### config.mk
export PLATFORM = sky130hd
export DESIGN_NAME = smram_guard
export DESIGN_NICKNAME = d
export VERILOG_FILES = /design/src/rtl/smram_pkg.sv /design/src/rtl/smram_ctrl.sv /design/src/rtl/smram_route.sv /design/src/rtl/smram_guard.sv
export SDC_FILE = /design/constraint.sdc
export NUM_CORES = 1
export LEC_CHECK = 0
export ABC_CLOCK_PERIOD_IN_PS = 3300
export BUFFER_PORTS_ARGS = -buffer_cell sky130_fd_sc_hd__buf_2
export CORE_MARGIN = 5
export CORE_UTILIZATION = 49
export CTS_CLUSTER_DIAMETER = 50
export DETAILED_ROUTE_END_ITERATION = 8
export HOLD_SLACK_MARGIN = 0.05
export PLACE_DENSITY = 0.91
export RECOVER_POWER = 25
export REMOVE_ABC_BUFFERS = 1
export SLEW_MARGIN = 20
export SYNTH_ARGS = -nofsm -noshare
export SYNTH_HDL_FRONTEND = slang
export SYNTH_SLANG_ARGS = --single-unit
### constraint.sdc
create_clock -name clk -period 3.3 [get_ports clk]
set_input_delay 0.66 -clock clk [delete_from_list [all_inputs] [get_ports clk]]
set_output_delay 0.66 -clock clk [all_outputs]
set_load 0.02 [all_outputs]
### src/rtl/smram_pkg.sv
package smram_pkg;
  typedef enum logic [1:0] {
    ROUTE_DRAM = 2'd0,
    ROUTE_PCI  = 2'd1,
    ROUTE_SINK = 2'd2
  } route_e;

  localparam logic [31:0] LOW_BASE  = 32'h000A_0000;
  localparam logic [31:0] LOW_LAST  = 32'h000B_FFFF;
  localparam logic [31:0] HIGH_BASE = 32'hFEDA_0000;
  localparam logic [31:0] HIGH_LAST = 32'hFEDB_FFFF;

  // decoded map strobes from control to datapath
  typedef struct packed {
    logic        lowDramNorm;
    logic        highDramNorm;
    logic        lowDramSmm;
    logic        highDramSmm;
    logic        tsegOn;
    logic [31:0] tsegBase;
  } map_t;
endpackage

### src/rtl/smram_ctrl.sv
module smram_ctrl
  import smram_pkg::*;
#(
  parameter logic [31:0] TOP_LOW      = 32'h8000_0000,
  parameter int unsigned EXT_TSEG_MB  = 16,
  parameter int unsigned EXT_TSEG_MAX = 4095
) (
  input  logic        clk,
  input  logic        rstN,
  input  logic        wrEn,
  input  logic [1:0]  wrSel,
  input  logic [15:0] wrData,
  input  logic [1:0]  rdSel,
  output logic [15:0] rdData,
  output map_t        mapCtl,
  output logic        cfgError
);
  localparam logic [15:0] EXT_MB16   = 16'(EXT_TSEG_MB);
  localparam logic [31:0] EXT_BYTES  = 32'(EXT_TSEG_MB) << 20;
  localparam logic [15:0] SIZE_RESET = (EXT_TSEG_MB != 0) ? 16'hFFFF : 16'h0000;

  logic [7:0]  smramReg;
  logic [7:0]  extReg;
  logic [15:0] sizeReg;
  logic        locked;
  logic [31:0] tsegBytes;

  assign locked = smramReg[1];

  always_ff @(posedge clk) begin
    if (!rstN) begin
      smramReg <= 8'h00;
      extReg   <= 8'h00;
      sizeReg  <= SIZE_RESET;
    end else if (wrEn) begin
      case (wrSel)
        2'd0: begin
          if (locked) smramReg[7:3] <= wrData[7:3];
          else smramReg <= {wrData[7:2], wrData[1], wrData[0] & ~wrData[1]};
        end
        2'd1: if (!locked) extReg <= wrData[7:0];
        2'd2: sizeReg <= (wrData == 16'hFFFF && EXT_TSEG_MB != 0) ? EXT_MB16 : wrData;
        default: ;
      endcase
    end
  end

  always_comb begin
    case (extReg[2:1])
      2'd0:    tsegBytes = 32'h0010_0000;
      2'd1:    tsegBytes = 32'h0020_0000;
      2'd2:    tsegBytes = 32'h0080_0000;
      default: tsegBytes = EXT_BYTES;
    endcase
  end

  always_comb begin
    mapCtl.lowDramNorm  = smramReg[0] & ~extReg[0];
    mapCtl.highDramNorm = smramReg[0] &  extReg[0];
    mapCtl.lowDramSmm   = smramReg[2] & ~extReg[0];
    mapCtl.highDramSmm  = smramReg[2] &  extReg[0];
    mapCtl.tsegOn       = extReg[3] && (tsegBytes != 32'd0);
    mapCtl.tsegBase     = TOP_LOW - tsegBytes;
  end

  always_comb begin
    case (rdSel)
      2'd0:    rdData = {8'h00, smramReg};
      2'd1:    rdData = {8'h00, extReg};
      2'd2:    rdData = sizeReg;
      default: rdData = 16'h0000;
    endcase
  end

  assign cfgError = (EXT_TSEG_MB > EXT_TSEG_MAX);

  // once locked, the map-relevant bits hold
  p_lock_freeze_r2: assert property (@(posedge clk) disable iff (!rstN)
    $past(smramReg[1]) |-> (smramReg[2:0] == $past(smramReg[2:0]) && extReg == $past(extReg)));

  // lock and open never both set
  p_lock_closed_r2: assert property (@(posedge clk) disable iff (!rstN)
    smramReg[1] |-> !smramReg[0]);

  // query write returns configured size
  p_query_r8: assert property (@(posedge clk) disable iff (!rstN)
    (wrEn && wrSel == 2'd2 && wrData == 16'hFFFF && EXT_TSEG_MB != 0) |=> (sizeReg == EXT_MB16));
endmodule

### src/rtl/smram_route.sv
module smram_route
  import smram_pkg::*;
#(
  parameter logic [31:0] TOP_LOW = 32'h8000_0000
) (
  input  logic        clk,
  input  logic        rstN,
  input  map_t        mapCtl,
  input  logic        reqValid,
  input  logic [31:0] reqAddr,
  input  logic        reqSmm,
  input  logic        reqWrite,
  output logic        rspValid,
  output route_e      rspRoute,
  output logic [31:0] rspAddr,
  output logic [31:0] rspSinkData
);
  logic        inLow, inHigh, inTseg;
  route_e      nextRoute;
  logic [31:0] nextAddr;

  assign inLow  = (reqAddr >= LOW_BASE)  && (reqAddr <= LOW_LAST);
  assign inHigh = (reqAddr >= HIGH_BASE) && (reqAddr <= HIGH_LAST);
  assign inTseg = mapCtl.tsegOn && (reqAddr >= mapCtl.tsegBase) && (reqAddr < TOP_LOW);

  always_comb begin
    nextAddr = reqAddr;
    if (inLow) begin
      nextRoute = ((reqSmm && mapCtl.lowDramSmm) || mapCtl.lowDramNorm) ? ROUTE_DRAM : ROUTE_PCI;
    end else if (inHigh) begin
      if ((reqSmm && mapCtl.highDramSmm) || mapCtl.highDramNorm) begin
        nextRoute = ROUTE_DRAM;
        nextAddr  = reqAddr - HIGH_BASE + LOW_BASE;
      end else begin
        nextRoute = ROUTE_PCI;
      end
    end else if (inTseg) begin
      nextRoute = reqSmm ? ROUTE_DRAM : ROUTE_SINK;
    end else if (reqAddr < TOP_LOW) begin
      nextRoute = ROUTE_DRAM;
    end else begin
      nextRoute = ROUTE_PCI;
    end
  end

  always_ff @(posedge clk) begin
    if (!rstN) begin
      rspValid    <= 1'b0;
      rspRoute    <= ROUTE_DRAM;
      rspAddr     <= 32'd0;
      rspSinkData <= 32'd0;
    end else begin
      rspValid <= reqValid;
      if (reqValid) begin
        rspRoute    <= nextRoute;
        rspAddr     <= nextAddr;
        rspSinkData <= (nextRoute == ROUTE_SINK && !reqWrite) ? 32'hFFFF_FFFF : 32'd0;
      end
    end
  end

  // one-clock latency
  p_latency_r11: assert property (@(posedge clk) disable iff (!rstN)
    reqValid |=> rspValid);
  p_idle_r11: assert property (@(posedge clk) disable iff (!rstN)
    !reqValid |=> !rspValid);

  // only non-SMM traffic reaches the sink
  p_sink_smm_r7: assert property (@(posedge clk) disable iff (!rstN)
    (rspValid && rspRoute == ROUTE_SINK) |-> !$past(reqSmm));

  // fill data only for the sink
  p_fill_r10: assert property (@(posedge clk) disable iff (!rstN)
    (rspValid && rspRoute != ROUTE_SINK) |-> (rspSinkData == 32'd0));

  // alias hits land in the legacy window
  p_alias_r4: assert property (@(posedge clk) disable iff (!rstN)
    (rspValid && rspRoute == ROUTE_DRAM && $past(reqAddr) >= HIGH_BASE && $past(reqAddr) <= HIGH_LAST)
      |-> (rspAddr >= LOW_BASE && rspAddr <= LOW_LAST));
endmodule

### src/rtl/smram_guard.sv
module smram_guard
  import smram_pkg::*;
#(
  parameter logic [31:0] TOP_LOW      = 32'h8000_0000,
  parameter int unsigned EXT_TSEG_MB  = 16,
  parameter int unsigned EXT_TSEG_MAX = 4095
) (
  input  logic        clk,
  input  logic        rstN,
  input  logic        wrEn,
  input  logic [1:0]  wrSel,
  input  logic [15:0] wrData,
  input  logic [1:0]  rdSel,
  output logic [15:0] rdData,
  input  logic        reqValid,
  input  logic [31:0] reqAddr,
  input  logic        reqSmm,
  input  logic        reqWrite,
  output logic        rspValid,
  output logic [1:0]  rspRoute,
  output logic [31:0] rspAddr,
  output logic [31:0] rspSinkData,
  output logic        cfgError
);
  map_t   mapCtl;
  route_e routeInt;

  smram_ctrl #(.TOP_LOW(TOP_LOW), .EXT_TSEG_MB(EXT_TSEG_MB), .EXT_TSEG_MAX(EXT_TSEG_MAX)) uCtrl (
    .clk(clk), .rstN(rstN), .wrEn(wrEn), .wrSel(wrSel), .wrData(wrData),
    .rdSel(rdSel), .rdData(rdData), .mapCtl(mapCtl), .cfgError(cfgError)
  );

  smram_route #(.TOP_LOW(TOP_LOW)) uRoute (
    .clk(clk), .rstN(rstN), .mapCtl(mapCtl), .reqValid(reqValid), .reqAddr(reqAddr),
    .reqSmm(reqSmm), .reqWrite(reqWrite), .rspValid(rspValid), .rspRoute(routeInt),
    .rspAddr(rspAddr), .rspSinkData(rspSinkData)
  );

  assign rspRoute = routeInt;
endmodule

# == Word-level counts from Yosys, hierarchy flattened ==
# Index checks and enable logic that the tools add are counted.
# totals
regBits,99
latch_bits,0
mem_bits_rw,0
rom_bits,0
input_bits,58
output_inout_bits,84
elab_cells,67
memories,0
# op_classes
addsub,3
multipliers,0
div_mod_pow,0
order_cmp,6
n_eq_ne,8
shifts,0
mux,15
n_bitwise,8
n_reduce_logical,19
# op_table
op,n
2-to-1 mux 32 bit,4
one-hot mux 25 bit (3 select lines),1
one-hot mux 16 bit (3 select lines),1
"adder 32 x 20 -> 32 bit, second input constant",1
">= comparator 32 x 20 -> 1 bit, second input constant",1
>= comparator 32 bit,1
">= comparator 32 bit, second input constant",1
"<= comparator 32 x 20 -> 1 bit, second input constant",1
"<= comparator 32 bit, second input constant",1
"less-than comparator 32 bit, second input constant",1
nonzero test 32 bit,1
"subtractor 32 x 25 -> 32 bit, first input constant",1
"subtractor 32 bit, second input constant",1
"== test 16 bit, second input constant",1
2-to-1 mux 16 bit,1
2-to-1 mux 2 bit,5
"== test 2 bit, second input constant",4
logical AND 1 bit,8
"== test 2 x 1 -> 1 bit, second input constant",3
zero test 2 bit,3
AND reduction 3 bit,2
bitwise AND 1 bit,5
AND reduction 2 bit,2
2-to-1 mux 1 bit,3
other kinds (3),6

# == Longest topological paths before layout ==
# logic_depth
depth_word,12
mapped_depth,11
ltp_nobuf,11

# == Modules after synthesis ==
# From an unflattened synthesis, not the netlist that was laid out.
# hier_totals
hier_cells,535
area_unflattened_um2,4491.8
# modules_own_cells
module,n_inst,cells_each,area_each_um2,seq_area_each_um2
smram_route,1,326,2676.3,720.7
smram_ctrl,1,209,1815.5,640.6

# == Worst setup path after synthesis ==
# OpenSTA, ideal clock, no wires.
# synth_timing
path_type,input port to flip-flop
start,input reqAddr[2]
end,register uRoute.rspAddr[23]
setup_time_ns,0.116
t_arrival_ns,2.517
t_required_ns,3.184
path_slack_ns,0.666
cell_stages,6
n_path_buf,0
cell_sequence,or4_1 nor3_2 nand4_1 a2111oi_4 o2111ai_2 a41o_1
# synth_via
elab_chain_len,5
elab_cells_between_ends,11
cone_classes,add/sub: 2; order compare: 4; mux: 3; reduce/logical: 2
# synth_rtl
item,line_no,rtl
"start, declared",smram_guard.sv:16,"input logic [31:0] reqAddr,"
subtractor 32 bit,smram_route.sv:33,nextAddr = reqAddr - HIGH_BASE + LOW_BASE;
adder 32 x 20 -> 32 bit,smram_route.sv:33,
2-to-1 mux 32 bit,smram_route.sv:31,if ((reqSmm && mapCtl.highDramSmm) || mapCtl.highDramNorm) begin
2-to-1 mux 32 bit,smram_route.sv:30,end else if (inHigh) begin
2-to-1 mux 32 bit *,smram_route.sv:28,if (inLow) begin
"end signal, assigned",smram_route.sv:56,rspAddr <= nextAddr;
"end, declared",smram_route.sv:15,"output logic [31:0] rspAddr,"
# Mark *: on every way between the ends. The rest lies on a longest branch, timed or not.
# A chain may end at the register's enable or synchronous reset.

# == Worst setup path in the final report ==
# Ends and elaborated chain as after synthesis.

==> run metrics <==
peak supply drop=214 uV; fraction of registers with async set/reset=0; WL/cell=15.2 um; Pleak=2.11 nW; synthesized instance count=408; GPL Wtd Cong=0.889; drt first-iter violations=178; row count=31; Residual DRC=0; run status=finished, final reports clean; via/cell ratio=5.44; CTS resizes=0; flop2flop setup slack=0.90 ns; gr ovfl total=0; Worst-path clk slew=0.07 ns; Power Dens Cells=413 nW/um2; GRT met3 Usage=0.0555; crit end category=flip-flop; Worst-Skew Late Latency=0.33 ns; chip width=95.8 um; routed vias=3365; vias in the first global route=3223; Die Area=9170 um2; global-route wire length before repair=15.1 mm; Cell Count, Final, Fillers Out=618; Post-synth EDFFs=0; largest net degree at the start of global routing=66; DRT antenna net count=0; drt pass-1 iters=5; Setup Buffers After CTS=0; Yosys cell types=42; Slew headroom=0.359; Ys Warns=0; WP data required=3.52 ns; Tcrit/Tclk final=0.774; layer with the highest usage=met2; clock root cell=clkbuf_8; final worst path period need=2.55 ns; Final Setup Violations=0; crit start category=primary input; Netlist Area Pre-Place=3600 um2; CTS hold repair buffers=0; Core Area=7210 um2; TNS Setup=0 ns; Slew @ Worst Pin=0.961 ns; clock buffer depth=2; Nets=582; die height=95.8 um; top cells by count, synth=68 x dfxtp_1, 46 x nand2_1, 43 x mux2i_1; Hold Crit Class=reg -> reg; DP Cell Count=603; Num Clock Sinks=68; most frequent cell after synthesis=dfxtp_1; worst-path fanout max=5; CTS tree=built; IO Pins=142; part of the Yosys area used for sequential elements=0.378; Initial Utilization=0.499; register bit count reported by yosys=68; Crit path arrival time=2.78 ns; ys flop type=dfxtp_1; Max-Cap Viols=0; Slew Limit Fails=0; Synth top area share=0.378; Inserted Diodes=0; antenna violations before repair=0; RSZ-0062 raised after global routing=false; fmax=391 MHz; port bufs=140; CTS Buf Count=9; Fill cells=640; Routed WL=9.41 mm; skew final=0.00472 ns; H-tree depth=3; GRT met1 Usage=0.259; detailed placement HPWL=7.08 mm; Tot GR Track Use=0.209; layout cells sized above 1=0.289; top cells by area, synth=dfxtp_1 38%, mux2i_1 12%, nor2b_1 7.1%; cell area after layout=4320 um2; syn_area_per_cell=8.83 um2; Area after DPL=4180 um2; Synth area leader=dfxtp_1; critical path class=in -> reg; met2 Use GR=0.347; Area growth syn-to-layout=19.9%; Tot Pwr=1.78 mW; Final Hold Fails=0
-- area by class of cell --
| type | instances | area, um2 | area share |
|---|---|---|---|
| clock buffer | 11 | 141 | 0.0327 |
| clock inverter | 4 | 26.3 | 0.00608 |
| timing repair buffer | 147 | 732 | 0.169 |
| tap | 99 | 124 | 0.0287 |
| sequential | 68 | 1360 | 0.315 |
| multi-input combinational | 283 | 1910 | 0.443 |
| inverter | 6 | 22.5 | 0.00521 |
-- logic make-up after synthesis --
logic type / Yosys count / synth area share
flip-flops: 68 / 0.378
multiplexers: 43 / 0.119
XOR/XNOR: 1 / 0.00243
AND/OR/NAND/NOR: 182 / 0.280
other: 2 / 0.00208
buffers and inverters: 57 / 0.0927
adder cells (fa/ha/maj): 9 / 0.0313
AO/OA/AOI/OAI: 46 / 0.0944
-- report_power, final --
| part | switching [mW] | total, mW | internal, mW |
|---|---|---|---|
| Combinational | 0.186 | 0.309 | 0.122 |
| Clock | 0.303 | 0.591 | 0.288 |
| Sequential | 0.0216 | 0.883 | 0.862 |
| Total | 0.511 | 1.78 | 1.27 |
-- worst max-delay path, stage by stage --
cell and delay (ns):
buf_2 0.11, or4_1 0.54, nor3_2 0.23, nand4_1 0.21, a2111oi_4 0.48, o2111ai_2 0.26
a41o_1 0.30
-- final timing paths --
kind	from	to	cells past startpoint
min	uCtrl.sizeReg[14]	uCtrl.sizeReg[14]	2
max reg2reg	uCtrl.extReg[2]	uRoute.rspSinkData[30]	10
min reg2reg	uCtrl.sizeReg[14]	uCtrl.sizeReg[14]	2
max	reqAddr[2]	uRoute.rspAddr[23]	7
-- per-layer routing --
metal  up-vias  routed length, um
li1       1623                  -
met1      1513               3800
met2       194               4380
met3        35                982
met4         0                247
met5         -                  0
-- registers in the layout, summed over array words and instances, names as in the netlist --
name,cells
uCtrl.smramReg,8
uRoute.rspSinkData,1
uCtrl.sizeReg,16
uRoute.rspValid,1
uRoute.rspRoute,2
uCtrl.extReg,8
uRoute.rspAddr,32
-- cells in the final DEF (no fill, tap or decap), types with 3 or more instances in the layout --
| cell | count |
|---|---|
| buf_4 | 7 |
| a31oi_1 | 3 |
| ha_1 | 9 |
| nor2b_1 | 41 |
| and3b_1 | 10 |
| o21ai_0 | 17 |
| a41o_1 | 9 |
| buf_2 | 123 |
| dfxtp_1 | 68 |
| nand2b_1 | 3 |
| clkbuf_1 | 18 |
| a21oi_1 | 5 |
| mux2i_1 | 43 |
| nand2_1 | 46 |
| nand3b_1 | 4 |
| nand3_1 | 25 |
| clkbuf_8 | 10 |
| nor4_1 | 8 |
| nor2_1 | 11 |
| nand4_1 | 12 |
| and2_1 | 9 |
| inv_1 | 6 |
-- stage by stage --
| stage | hold slack, ns | util | worst slack [ns] |
|---|---|---|---|
| after global routing | 0.497 | 0.599 | 0.640 |
| after floorplan | 0.430 | - | -1.76 |
| after CTS | 0.471 | 0.602 | 0.774 |
| after global placement | 0.444 | 0.579 | 0.472 |
| final | 0.465 | 0.599 | 0.745 |
| after detailed placement | 0.452 | 0.579 | 0.412 |
Power figures use the tool's default switching activity.
